`src/rtl/ax25rx_pkg.sv`:
```
package ax25rx_pkg;

  localparam int OVS_DEF      = 4;
  localparam int FLAG_LEN_DEF = 7;
  localparam int DW_DEF       = 8;

  // Tick count at which a gap is certain to round to FLAG_LEN+1 periods.
  function automatic int sat_ticks(input int ovs, input int flag_len);
    return ovs * (flag_len + 1) - ovs / 2;
  endfunction

  // Width able to hold a run length up to FLAG_LEN+1.
  function automatic int len_width(input int flag_len);
    return $clog2(flag_len + 2);
  endfunction

endpackage

```
`src/rtl/ax25rx_sync.sv`:
```
module ax25rx_sync #(
  parameter int STAGES = 2
) (
  input  logic clk,
  input  logic rst_n,
  input  logic d_async,
  output logic d_sync
);

  logic [STAGES-1:0] chain_q;

  generate
    for (genvar g = 0; g < STAGES; g++) begin : g_stage
      if (g == 0) begin : g_first
        always_ff @(posedge clk or negedge rst_n) begin
          if (!rst_n) chain_q[0] <= 1'b0;
          else        chain_q[0] <= d_async;
        end
      end else begin : g_next
        always_ff @(posedge clk or negedge rst_n) begin
          if (!rst_n) chain_q[g] <= 1'b0;
          else        chain_q[g] <= chain_q[g-1];
        end
      end
    end
  endgenerate

  assign d_sync = chain_q[STAGES-1];

endmodule

```
`src/rtl/ax25rx_runlen.sv`:
```
module ax25rx_runlen
  import ax25rx_pkg::*;
#(
  parameter int OVS      = OVS_DEF,
  parameter int FLAG_LEN = FLAG_LEN_DEF,
  localparam int SAT     = sat_ticks(OVS, FLAG_LEN),
  localparam int CW      = $clog2(SAT + 1),
  localparam int LW      = len_width(FLAG_LEN)
) (
  input  logic          clk,
  input  logic          rst_n,
  input  logic          tick,
  input  logic          din,
  output logic          ev_run,
  output logic [LW-1:0] ev_len,
  output logic          ev_sat
);

  logic [CW-1:0] cnt_q, cnt_d;
  logic          last_q, last_d;
  logic          edge_seen;
  int            quot;

  always_comb begin
    edge_seen = tick && (din != last_q);
    last_d    = tick ? din : last_q;
    cnt_d     = cnt_q;
    if (tick) begin
      if (edge_seen)                cnt_d = CW'(1);
      else if (cnt_q < CW'(SAT))    cnt_d = cnt_q + CW'(1);
    end
    quot = (int'(cnt_q) + OVS / 2) / OVS;
    if (quot < 1) quot = 1;
    ev_run = edge_seen;
    ev_len = LW'(quot);
    ev_sat = tick && !edge_seen && (cnt_q == CW'(SAT - 1));
  end

  always_ff @(posedge clk or negedge rst_n) begin
    if (!rst_n) begin
      cnt_q  <= CW'(SAT);
      last_q <= 1'b0;
    end else begin
      cnt_q  <= cnt_d;
      last_q <= last_d;
    end
  end

  AST_CNT_BOUNDED: assert property (@(posedge clk) disable iff (!rst_n)
    cnt_q <= CW'(SAT)) else $error("tick counter past saturation");

  AST_SAT_STICKY: assert property (@(posedge clk) disable iff (!rst_n)
    (cnt_q == CW'(SAT) && !(tick && din != last_q)) |=> cnt_q == CW'(SAT))
    else $error("saturated counter moved without an edge");

  AST_LEN_NONZERO: assert property (@(posedge clk) disable iff (!rst_n)
    ev_run |-> ev_len != '0) else $error("zero-length run");

endmodule

```
`src/rtl/ax25rx_deframe.sv`:
```
module ax25rx_deframe
  import ax25rx_pkg::*;
#(
  parameter int FLAG_LEN = FLAG_LEN_DEF,
  parameter int DW       = DW_DEF,
  localparam int LW      = len_width(FLAG_LEN),
  localparam int LFW     = $clog2(DW + 1)
) (
  input  logic          clk,
  input  logic          rst_n,
  input  logic          ev_run,
  input  logic [LW-1:0] ev_len,
  input  logic          ev_sat,
  output logic          byte_vld,
  output logic [DW-1:0] byte_data,
  output logic          flag_det,
  output logic          abort_det
);

  logic [DW-1:0]  sr_q, sr_n, bd_q, bd_n;
  logic [LFW-1:0] left_q, left_n;
  logic           act_q, act_n, drop_q, drop_n;
  logic           bv_q, bv_n, fl_q, fl_n, ab_q, ab_n;

  always_comb begin
    sr_n   = sr_q;
    left_n = left_q;
    act_n  = act_q;
    drop_n = drop_q;
    bd_n   = bd_q;
    bv_n   = 1'b0;
    fl_n   = 1'b0;
    ab_n   = 1'b0;
    if (ev_sat) begin
      if (act_q) begin
        ab_n   = 1'b1;
        act_n  = 1'b0;
        sr_n   = '0;
        left_n = LFW'(DW);
        drop_n = 1'b0;
      end
    end else if (ev_run) begin
      if (ev_len == LW'(FLAG_LEN)) begin
        fl_n   = 1'b1;
        act_n  = 1'b1;
        sr_n   = '0;
        left_n = LFW'(DW);
        drop_n = 1'b1;
      end else if (ev_len > LW'(FLAG_LEN)) begin
        ab_n   = act_q;
        act_n  = 1'b0;
        sr_n   = '0;
        left_n = LFW'(DW);
        drop_n = 1'b0;
      end else if (act_q) begin
        for (int i = 0; i < FLAG_LEN - 1; i++) begin
          if ((LW'(i) < ev_len) && !(i == 0 && drop_q)) begin
            sr_n = {logic'(i != 0), sr_n[DW-1:1]};
            if (left_n == LFW'(1)) begin
              bv_n   = 1'b1;
              bd_n   = sr_n;
              left_n = LFW'(DW);
            end else begin
              left_n = left_n - LFW'(1);
            end
          end
        end
        drop_n = (ev_len == LW'(FLAG_LEN - 1));
      end
    end
  end

  always_ff @(posedge clk or negedge rst_n) begin
    if (!rst_n) begin
      sr_q   <= '0;
      bd_q   <= '0;
      left_q <= LFW'(DW);
      act_q  <= 1'b0;
      drop_q <= 1'b0;
      bv_q   <= 1'b0;
      fl_q   <= 1'b0;
      ab_q   <= 1'b0;
    end else begin
      sr_q   <= sr_n;
      bd_q   <= bd_n;
      left_q <= left_n;
      act_q  <= act_n;
      drop_q <= drop_n;
      bv_q   <= bv_n;
      fl_q   <= fl_n;
      ab_q   <= ab_n;
    end
  end

  assign byte_vld  = bv_q;
  assign byte_data = bd_q;
  assign flag_det  = fl_q;
  assign abort_det = ab_q;

  AST_ONE_STROBE: assert property (@(posedge clk) disable iff (!rst_n)
    $onehot0({bv_q, fl_q, ab_q})) else $error("strobes overlap");

  AST_IDLE_NO_BYTE: assert property (@(posedge clk) disable iff (!rst_n)
    bv_q |-> $past(act_q)) else $error("byte while idle");

  AST_FLAG_IN_FRAME: assert property (@(posedge clk) disable iff (!rst_n)
    fl_q |-> (act_q && left_q == LFW'(DW))) else $error("flag left stale state");

  AST_ABORT_IDLE: assert property (@(posedge clk) disable iff (!rst_n)
    ab_q |-> (!act_q && left_q == LFW'(DW))) else $error("abort kept frame");

endmodule

```
`src/rtl/ax25rx_top.sv`:
```
module ax25rx_top
  import ax25rx_pkg::*;
#(
  parameter int OVS         = OVS_DEF,
  parameter int FLAG_LEN    = FLAG_LEN_DEF,
  parameter int DW          = DW_DEF,
  parameter int SYNC_STAGES = 2,
  localparam int LW         = len_width(FLAG_LEN)
) (
  input  logic          clk,
  input  logic          rst_n,
  input  logic          tick,
  input  logic          tone_in,
  output logic          byte_vld,
  output logic [DW-1:0] byte_data,
  output logic          flag_det,
  output logic          abort_det
);

  logic          tone_s;
  logic          ev_run, ev_sat;
  logic [LW-1:0] ev_len;

  ax25rx_sync #(.STAGES(SYNC_STAGES)) u_sync (
    .clk     (clk),
    .rst_n   (rst_n),
    .d_async (tone_in),
    .d_sync  (tone_s)
  );

  ax25rx_runlen #(.OVS(OVS), .FLAG_LEN(FLAG_LEN)) u_runlen (
    .clk    (clk),
    .rst_n  (rst_n),
    .tick   (tick),
    .din    (tone_s),
    .ev_run (ev_run),
    .ev_len (ev_len),
    .ev_sat (ev_sat)
  );

  ax25rx_deframe #(.FLAG_LEN(FLAG_LEN), .DW(DW)) u_deframe (
    .clk       (clk),
    .rst_n     (rst_n),
    .ev_run    (ev_run),
    .ev_len    (ev_len),
    .ev_sat    (ev_sat),
    .byte_vld  (byte_vld),
    .byte_data (byte_data),
    .flag_det  (flag_det),
    .abort_det (abort_det)
  );

  AST_STROBE_AFTER_TICK: assert property (@(posedge clk) disable iff (!rst_n)
    (byte_vld || flag_det || abort_det) |-> $past(tick))
    else $error("strobe without tick");

endmodule

```
`config.mk`:
```
export PLATFORM = sky130hd
export DESIGN_NAME = ax25rx_top
export DESIGN_NICKNAME = d
export VERILOG_FILES = /design/src/rtl/ax25rx_pkg.sv /design/src/rtl/ax25rx_sync.sv /design/src/rtl/ax25rx_runlen.sv /design/src/rtl/ax25rx_deframe.sv /design/src/rtl/ax25rx_top.sv
export SDC_FILE = /design/constraint.sdc
export NUM_CORES = 1
export LEC_CHECK = 0
export ABC_AREA = 1
export CAP_MARGIN = 5
export CORE_UTILIZATION = 55
export CTS_BUF_LIST = sky130_fd_sc_hd__clkbuf_8
export DETAILED_ROUTE_END_ITERATION = 8
export DONT_BUFFER_PORTS = 1
export GPL_TIMING_DRIVEN = 1
export MAX_ROUTING_LAYER = met4
export PLACE_DENSITY = 0.8
export SLEW_MARGIN = 10
export SYNTH_ARGS = -nofsm -noshare
export SYNTH_HDL_FRONTEND = slang
export SYNTH_SLANG_ARGS = --single-unit
```
`constraint.sdc`:
```
create_clock -name clk -period 6 [get_ports clk]
set_clock_uncertainty 0.15 [all_clocks]
set_input_delay 0 -clock clk [delete_from_list [all_inputs] [get_ports clk]]
set_output_delay 0 -clock clk [all_outputs]
set_load 0.02 [all_outputs]
```
; Yosys cells after proc, flatten, opt, wreduce, memory -nomap -nowiden
; Index checks and enable logic that the tools add are counted.
[op_classes]
add_sub_neg = 9
magnitude_cmp = 9
eq_ne = 11
mux = 120
bitwise_logic = 4
n_reduce_logical = 15
[ops]
columns = op, count
row1 = $mux 8, 34
row2 = $mux 4, 44
row3 = $mux 1, 40
row4 = $eq 4x1->1 const B, 6
row5 = $sub 4x1->4 const B, 6
row6 = $mux 5, 2
row7 = $eq 4x3->1 const B, 2
row8 = $lt 1x4->1 const A, 2
row9 = $lt 2x4->1 const A, 2
row10 = $lt 3x4->1 const A, 2
row11 = $add 5x2->6 const B, 1
row12 = $reduce_bool 3->1, 2
row13 = $add 4x1->5, 1
row14 = $add 5x1->5 const B, 1
row15 = $eq 5x5->1 const B, 1
row16 = $lt 5x1->1 const B, 1
row17 = $lt 5x5->1 const B, 1
row18 = $reduce_and 5->1, 1
row19 = $gt 4x3->1 const B, 1
row20 = $logic_and 1x1->1, 4
row21 = $reduce_and 2->1, 2
row22 = $reduce_bool 2->1, 2
row23 = $not 1->1, 3
row24 = $reduce_and 3->1, 1
row25 = other kinds (5), 6
[totals]
register_bits = 32
inputBits = 4
out_inout_bits = 11
word_cells = 180

; Depth between registers and ports, before layout
[depth]
ltp_word = 54
mapped_depth = 38
ltp_nobuf = 35

; Cells and area by module
; A second synthesis with hierarchy kept.
[unflattened]
hier_cells = 493
hier_area_um2 = 3214.3
[modules_own_cells]
columns = mod, instances, cells_each, area_each_um2, seq_area_each_um2
row1 = ax25rx_deframe, 1, 436, 2707.6, 601.8
row2 = ax25rx_runlen, 1, 55, 456.7, 155.1
row3 = ax25rx_sync, 1, 2, 50.0, 50.0

; Worst setup path before layout
; No wires, ideal clock.
[synth_timing]
path_kind = flip-flop to flip-flop
start = register u_runlen.cnt_q[1]
end = register u_deframe.bd_q[0] (netlist: u_deframe.byte_data[0])
setup_ps = 118
t_arrival_ps = 4050
t_required_ps = 5732
path_slack_ps = 1683
path_stages_with_launch = 37
path_buffers = 2
path_cell_list = dfstp_2 ha_1 nand3_2 nand3_2 inv_1 nand2_1 nand2_1 nand2_2 inv_1 ha_1 nand2_1 nor2_1 nand3_2 nand2_2 inv_1 ha_1 nand2_1 a21oi_2 nand3_2 buf_6 nand2_1 inv_1 ha_1 nand2_1 a21oi_1 nand2_1 buf_6 nand2_1 inv_1 ha_1 inv_1 nor2_2 nand3_2 nor2_2 nand2_1 nand3_1 nand2_1
[synth_via]
elab_chain_cells = 49
word_cells_on_any_way = 90
cone_classes = add/sub: 6 / order compare: 8 / eq/ne: 7 / mux: 61 / bitwise: 4 / reduce/logical: 4
[synth_rtl]
columns = element, line
row1 = start: declaration, ax25rx_runlen.sv:19  ; logic [CW-1:0] cnt_q, cnt_d;
row2 = start signal: assignment, ax25rx_runlen.sv:41  ; cnt_q <= CW'(SAT);
row3 = start signal: assignment, ax25rx_runlen.sv:44  ; cnt_q <= cnt_d;
row4 = $add 5x2->6, ax25rx_runlen.sv:32  ; quot = (int'(cnt_q) + OVS / 2) / OVS;
row5 = $reduce_or 2->1 (no line), n/a
row6 = $and 1x1->1 (no line), n/a
row7 = $add 4x1->5 (no line), n/a
row8 = $lt 5x1->1, ax25rx_runlen.sv:33  ; if (quot < 1) quot = 1;
row9 = $mux 4, ax25rx_runlen.sv:33
row10 = $lt 1x4->1, ax25rx_deframe.sv:57  ; if ((LW'(i) < ev_len) && !(i == 0 && drop_q)) begin
row11 = $logic_and 1x1->1, ax25rx_deframe.sv:57
row12 = (+33 left out), n/a
row13 = $mux 4, ax25rx_deframe.sv:55  ; end else if (act_q) begin
row14 = $mux 4, ax25rx_deframe.sv:49  ; end else if (ev_len > LW'(FLAG_LEN)) begin
row15 = $mux 4, ax25rx_deframe.sv:43  ; if (ev_len == LW'(FLAG_LEN)) begin
row16 = $mux 4, ax25rx_deframe.sv:42  ; end else if (ev_run) begin
row17 = $mux 4, ax25rx_deframe.sv:34  ; if (ev_sat) begin
row18 = $eq 4x1->1, ax25rx_deframe.sv:59  ; if (left_n == LFW'(1)) begin
row19 = $mux 8, ax25rx_deframe.sv:59
row20 = $mux 8, ax25rx_deframe.sv:57
row21 = end signal: assignment, ax25rx_deframe.sv:85  ; bd_q <= bd_n;
row22 = end: declaration, ax25rx_deframe.sv:20  ; logic [DW-1:0] sr_q, sr_n, bd_q, bd_n;
; Parallel ways exist; a longest one is shown, timed or not. The select of a mux whose other input is x is not followed.
; A chain may end at the register's enable or synchronous reset.

; Worst setup path in the final report
[layout_timing]
start = register u_deframe.drop_q
end = register u_deframe.bd_q[1] (netlist: u_deframe.byte_data[1])
[layout_via]
elab_chain_cells = 43
word_cells_on_any_way = 71
cone_classes = add/sub: 4 / eq/ne: 5 / mux: 60 / reduce/logical: 2
[layout_rtl]
columns = element, line
row1 = start: declaration, ax25rx_deframe.sv:22  ; logic act_q, act_n, drop_q, drop_n;
row2 = start signal: assignment, ax25rx_deframe.sv:88  ; drop_q <= drop_n;
row3 = $logic_not 1->1 (*), ax25rx_deframe.sv:57
row4 = $logic_and 1x1->1 (*), ax25rx_deframe.sv:57
row5 = $mux 4, ax25rx_deframe.sv:57
row6 = $mux 4, ax25rx_deframe.sv:55
row7 = $mux 4, ax25rx_deframe.sv:49
row8 = $mux 4, ax25rx_deframe.sv:43
row9 = $mux 4, ax25rx_deframe.sv:42
row10 = $mux 4, ax25rx_deframe.sv:34
row11 = (+27 left out), n/a
row12 = $mux 4, ax25rx_deframe.sv:55
row13 = $mux 4, ax25rx_deframe.sv:49
row14 = $mux 4, ax25rx_deframe.sv:43
row15 = $mux 4, ax25rx_deframe.sv:42
row16 = $mux 4, ax25rx_deframe.sv:34
row17 = $eq 4x1->1, ax25rx_deframe.sv:59
row18 = $mux 8, ax25rx_deframe.sv:59
row19 = $mux 8 (*), ax25rx_deframe.sv:57
; Every way passes the cells marked *; elsewhere a longest branch is shown, timed or not. The select of a mux whose other input is x is not followed.

==> flow_summary.yaml <==
status:
  status: "finished, violations left"
  violations: "negative hold slack"
worst_setup_path:
  crit_top_cell: "nand2_1"
  critical-path-top-delay-family: "simple AND/OR/NAND/NOR gates"
  critPathKind: "reg -> reg"
  cp_num_buf_inv: 6
  cp-end-kind: "flip-flop"
  startpoint_type: "flip-flop"
  slowest_stage: "dfrtp_1"
  max_stage_delay_ns: 0.70
  crit_required_ns: 6.09
  worstPathArrival_ns: 5.53
  cp_max_fo: 20
clocking:
  cts-buffers-inserted: 5
  cts.sinks: 32
  clkTransAtPathRegs_ns: 0.07
  ctsResizeCount: 0
  h-tree-depth: 2
  tritoncts: "done"
  clk_latency_ns: 0.29
  cts_root_buffer: "clkbuf_8"
  clk_path_buf_depth: 2
floorplan:
  rows: 26
  core_area_sq_um: 5140
  die_h_um: 75.5
  start_util_pct: 57.7
  ios: 15
  die_area_sq_um: 5690
  chipWidth_um: 75.5
detailed_routing:
  first_pass_iters: 5
  wl_per_cell_um: 13.9
  drt-initial-drc-count: 221
  ant_nets: 0
  num_vias: 2972
  drc_errors: 0
  vias_per_cell: 5.56
  wl_um: 7440
global_route:
  grt_pass1_wl_um: 12200
  gr-usage-all-layers_pct: 30.1
  antenna_found_initial: 0
  grt_remaining_overflow: 0
  grt_max_degree: 33
  grt_pass1_vias: 2589
timing:
  worst_slew_pin_slew_ns: 0.561
  fin_crit_ns: 5.44
  totalNegativeSetupSlack_ns: 0
  maxSlewHeadroom_pct: 62.6
  finalSetupViolCount: 0
  finalHoldViolCount: 18
  slew_viol_final: 0
  period_share_pct: 90.7
  hold_slack_ns: -0.00527
  fmax_mhz: 184
  rsz0062_at_grt: "no"
cells_and_area:
  final_common_cell: "nand2_1"
  drive_above_1_share_pct: 11.4
  area_growth_pct: 5.69
  antenna_cells: 0
  layout_common_cells: "nand2_1, inv_1, o21ai_0, dfrtp_1, nand3_1"
  fin_area_sq_um: 3140
  fin_nets: 482
  fin_util_pct: 61.0
placement:
  io_buffers: 0
  place.detailed.hpwl_um: 5680
  place_area_sq_um: 2980
  place_congestion: 0.912
power_and_ir_drop:
  finalPower_mw: 1.59
  vdd_drop_max_uv: 287
  powerDensity_nw_per_um2: 508
  leakage_nw: 1.65
logic_synthesis:
  syn_avg_cell_area_sq_um: 6.38
  yosysUniqueCellTypes: 39
  synth_nets: 483
  seq_area_frac_synth_pct: 27.2
  async_flop_share_pct: 100
  synth-warning-count: 0
  postSynthCellCount: 465
  synth-edff-count: 0
  synth_ff_type: "dfrtp_1"
  synth_seq_cells: 32
  syn_area_sq_um: 2970
flow_run:
  drv_cap: 0
worst_hold_path:
  min_path_type: "in -> async"
synthesized netlist by cell type, drive strengths merged, types with 4 or more instances:
| library cell | n | area share, % |
|---|---|---|
| nand2 | 167 | 22 |
| inv | 68 | 8.7 |
| o21ai | 62 | 10 |
| nand3 | 30 | 6.1 |
| nor2 | 29 | 4.5 |
| dfrtp | 27 | 23 |
| a21oi | 17 | 3.5 |
| ha | 14 | 5.9 |
| buf | 8 | 2.4 |
| nand4 | 8 | 2.4 |
| clkbuf | 5 | 0.63 |
| dfstp | 5 | 4.4 |
| nor3 | 4 | 0.67 |
metrics by stage:
stage          setup slack, ns  hold WS, ns  cells
2_1_floorplan             1.68       -0.446    465
3_3_place_gp             0.812       -0.445    523
3_5_place_dp             0.602       -0.445    523
4_1_cts                  0.593      0.00194    535
5_1_grt                 0.0395      0.00678    535
6_report                 0.560     -0.00527    535
state kept, by name (all words and copies together) (netlist names):
signal and flops:
u_deframe.flag_det 1, u_deframe.sr_q 7, u_deframe.act_q 1, u_deframe.byte_data 8, u_deframe.byte_vld 1, u_deframe.left_q 4, u_runlen.cnt_q 5, u_sync.d_sync 1
u_deframe.abort_det 1, u_runlen.last_q 1, u_deframe.drop_q 1, u_sync.chain_q 1
worst reg2reg max path, delay by kind of cell (launching register included):
family                     cells  cell delay (ns)
and+or+nand+nor               19             2.93
adders and majority gates      5             0.83
DFF                            1             0.70
buffers and inverters          6             0.40
AOI/OAI and AO/OA              3             0.35
cells by family (layout without fill, tap and decap cells):
logic type / count (synthesis) / count (layout) / share of synthesized area, %
adders and majority gates: 14 / 14 / 5.90
xor gates and xnor gates: 2 / 2 / 0.843
buffers and inverters: 81 / 81 / 11.7
DFF: 32 / 32 / 27.2
AOI/OAI and AO/OA: 94 / 94 / 17.6
and+or+nand+nor: 242 / 242 / 36.8
what timing repair did:
item,4_1_cts,5_1_grt
hold buffers,4,0
endpoints found under the hold margin,40,0
setup buffers,0,0
area by class of cell:
class | instances | area, sq um
clock buffers | 5 | 68.8
inverters | 68 | 258
fillers | 510 | 2000
multi-input cells | 352 | 1820
flip-flops and latches | 32 | 807
well taps | 70 | 87.6
clock inverters | 3 | 38.8
repair buffers | 5 | 57.6
per-layer routing:
layer / track usage, % / vias to the layer above / wire, um
met5: - / - / 0
met4: 11.1 / 0 / 223
met3: 5.42 / 24 / 470
met2: 46.5 / 125 / 3400
met1: 39.4 / 1334 / 3350
li1: - / 1489 / -
report_power, final:
group          leakage, nW  internal, mW  switching (mW)
clock network       0.0593         0.121          0.0839
logic                 1.20         0.335           0.681
registers            0.389         0.284          0.0878
path summary, 6_finish.rpt:
path / from / end / slack (ns) / depth (start not counted)
min: rst_n / u_deframe.byte_data[7]$_DFFE_PN0P_ / -0.005 / 2
max: u_deframe.drop_q$_DFFE_PN0P_ / u_deframe.byte_data[1]$_DFFE_PN0P_ / 0.56 / 33
max in group asynchronous: rst_n / u_runlen.cnt_q[3]$_DFFE_PN1P_ / 5.46 / 2
max reg2reg: u_deframe.drop_q$_DFFE_PN0P_ / u_deframe.byte_data[1]$_DFFE_PN0P_ / 0.56 / 33
min in group clk: tone_in / u_sync.chain_q[0]$_DFF_PN0_ / 0.12 / 1
min reg2reg: u_sync.chain_q[0]$_DFF_PN0_ / u_sync.d_sync$_DFF_PN0_ / 0.21 / 0
Note: power is estimated with default switching activity, not from simulation.
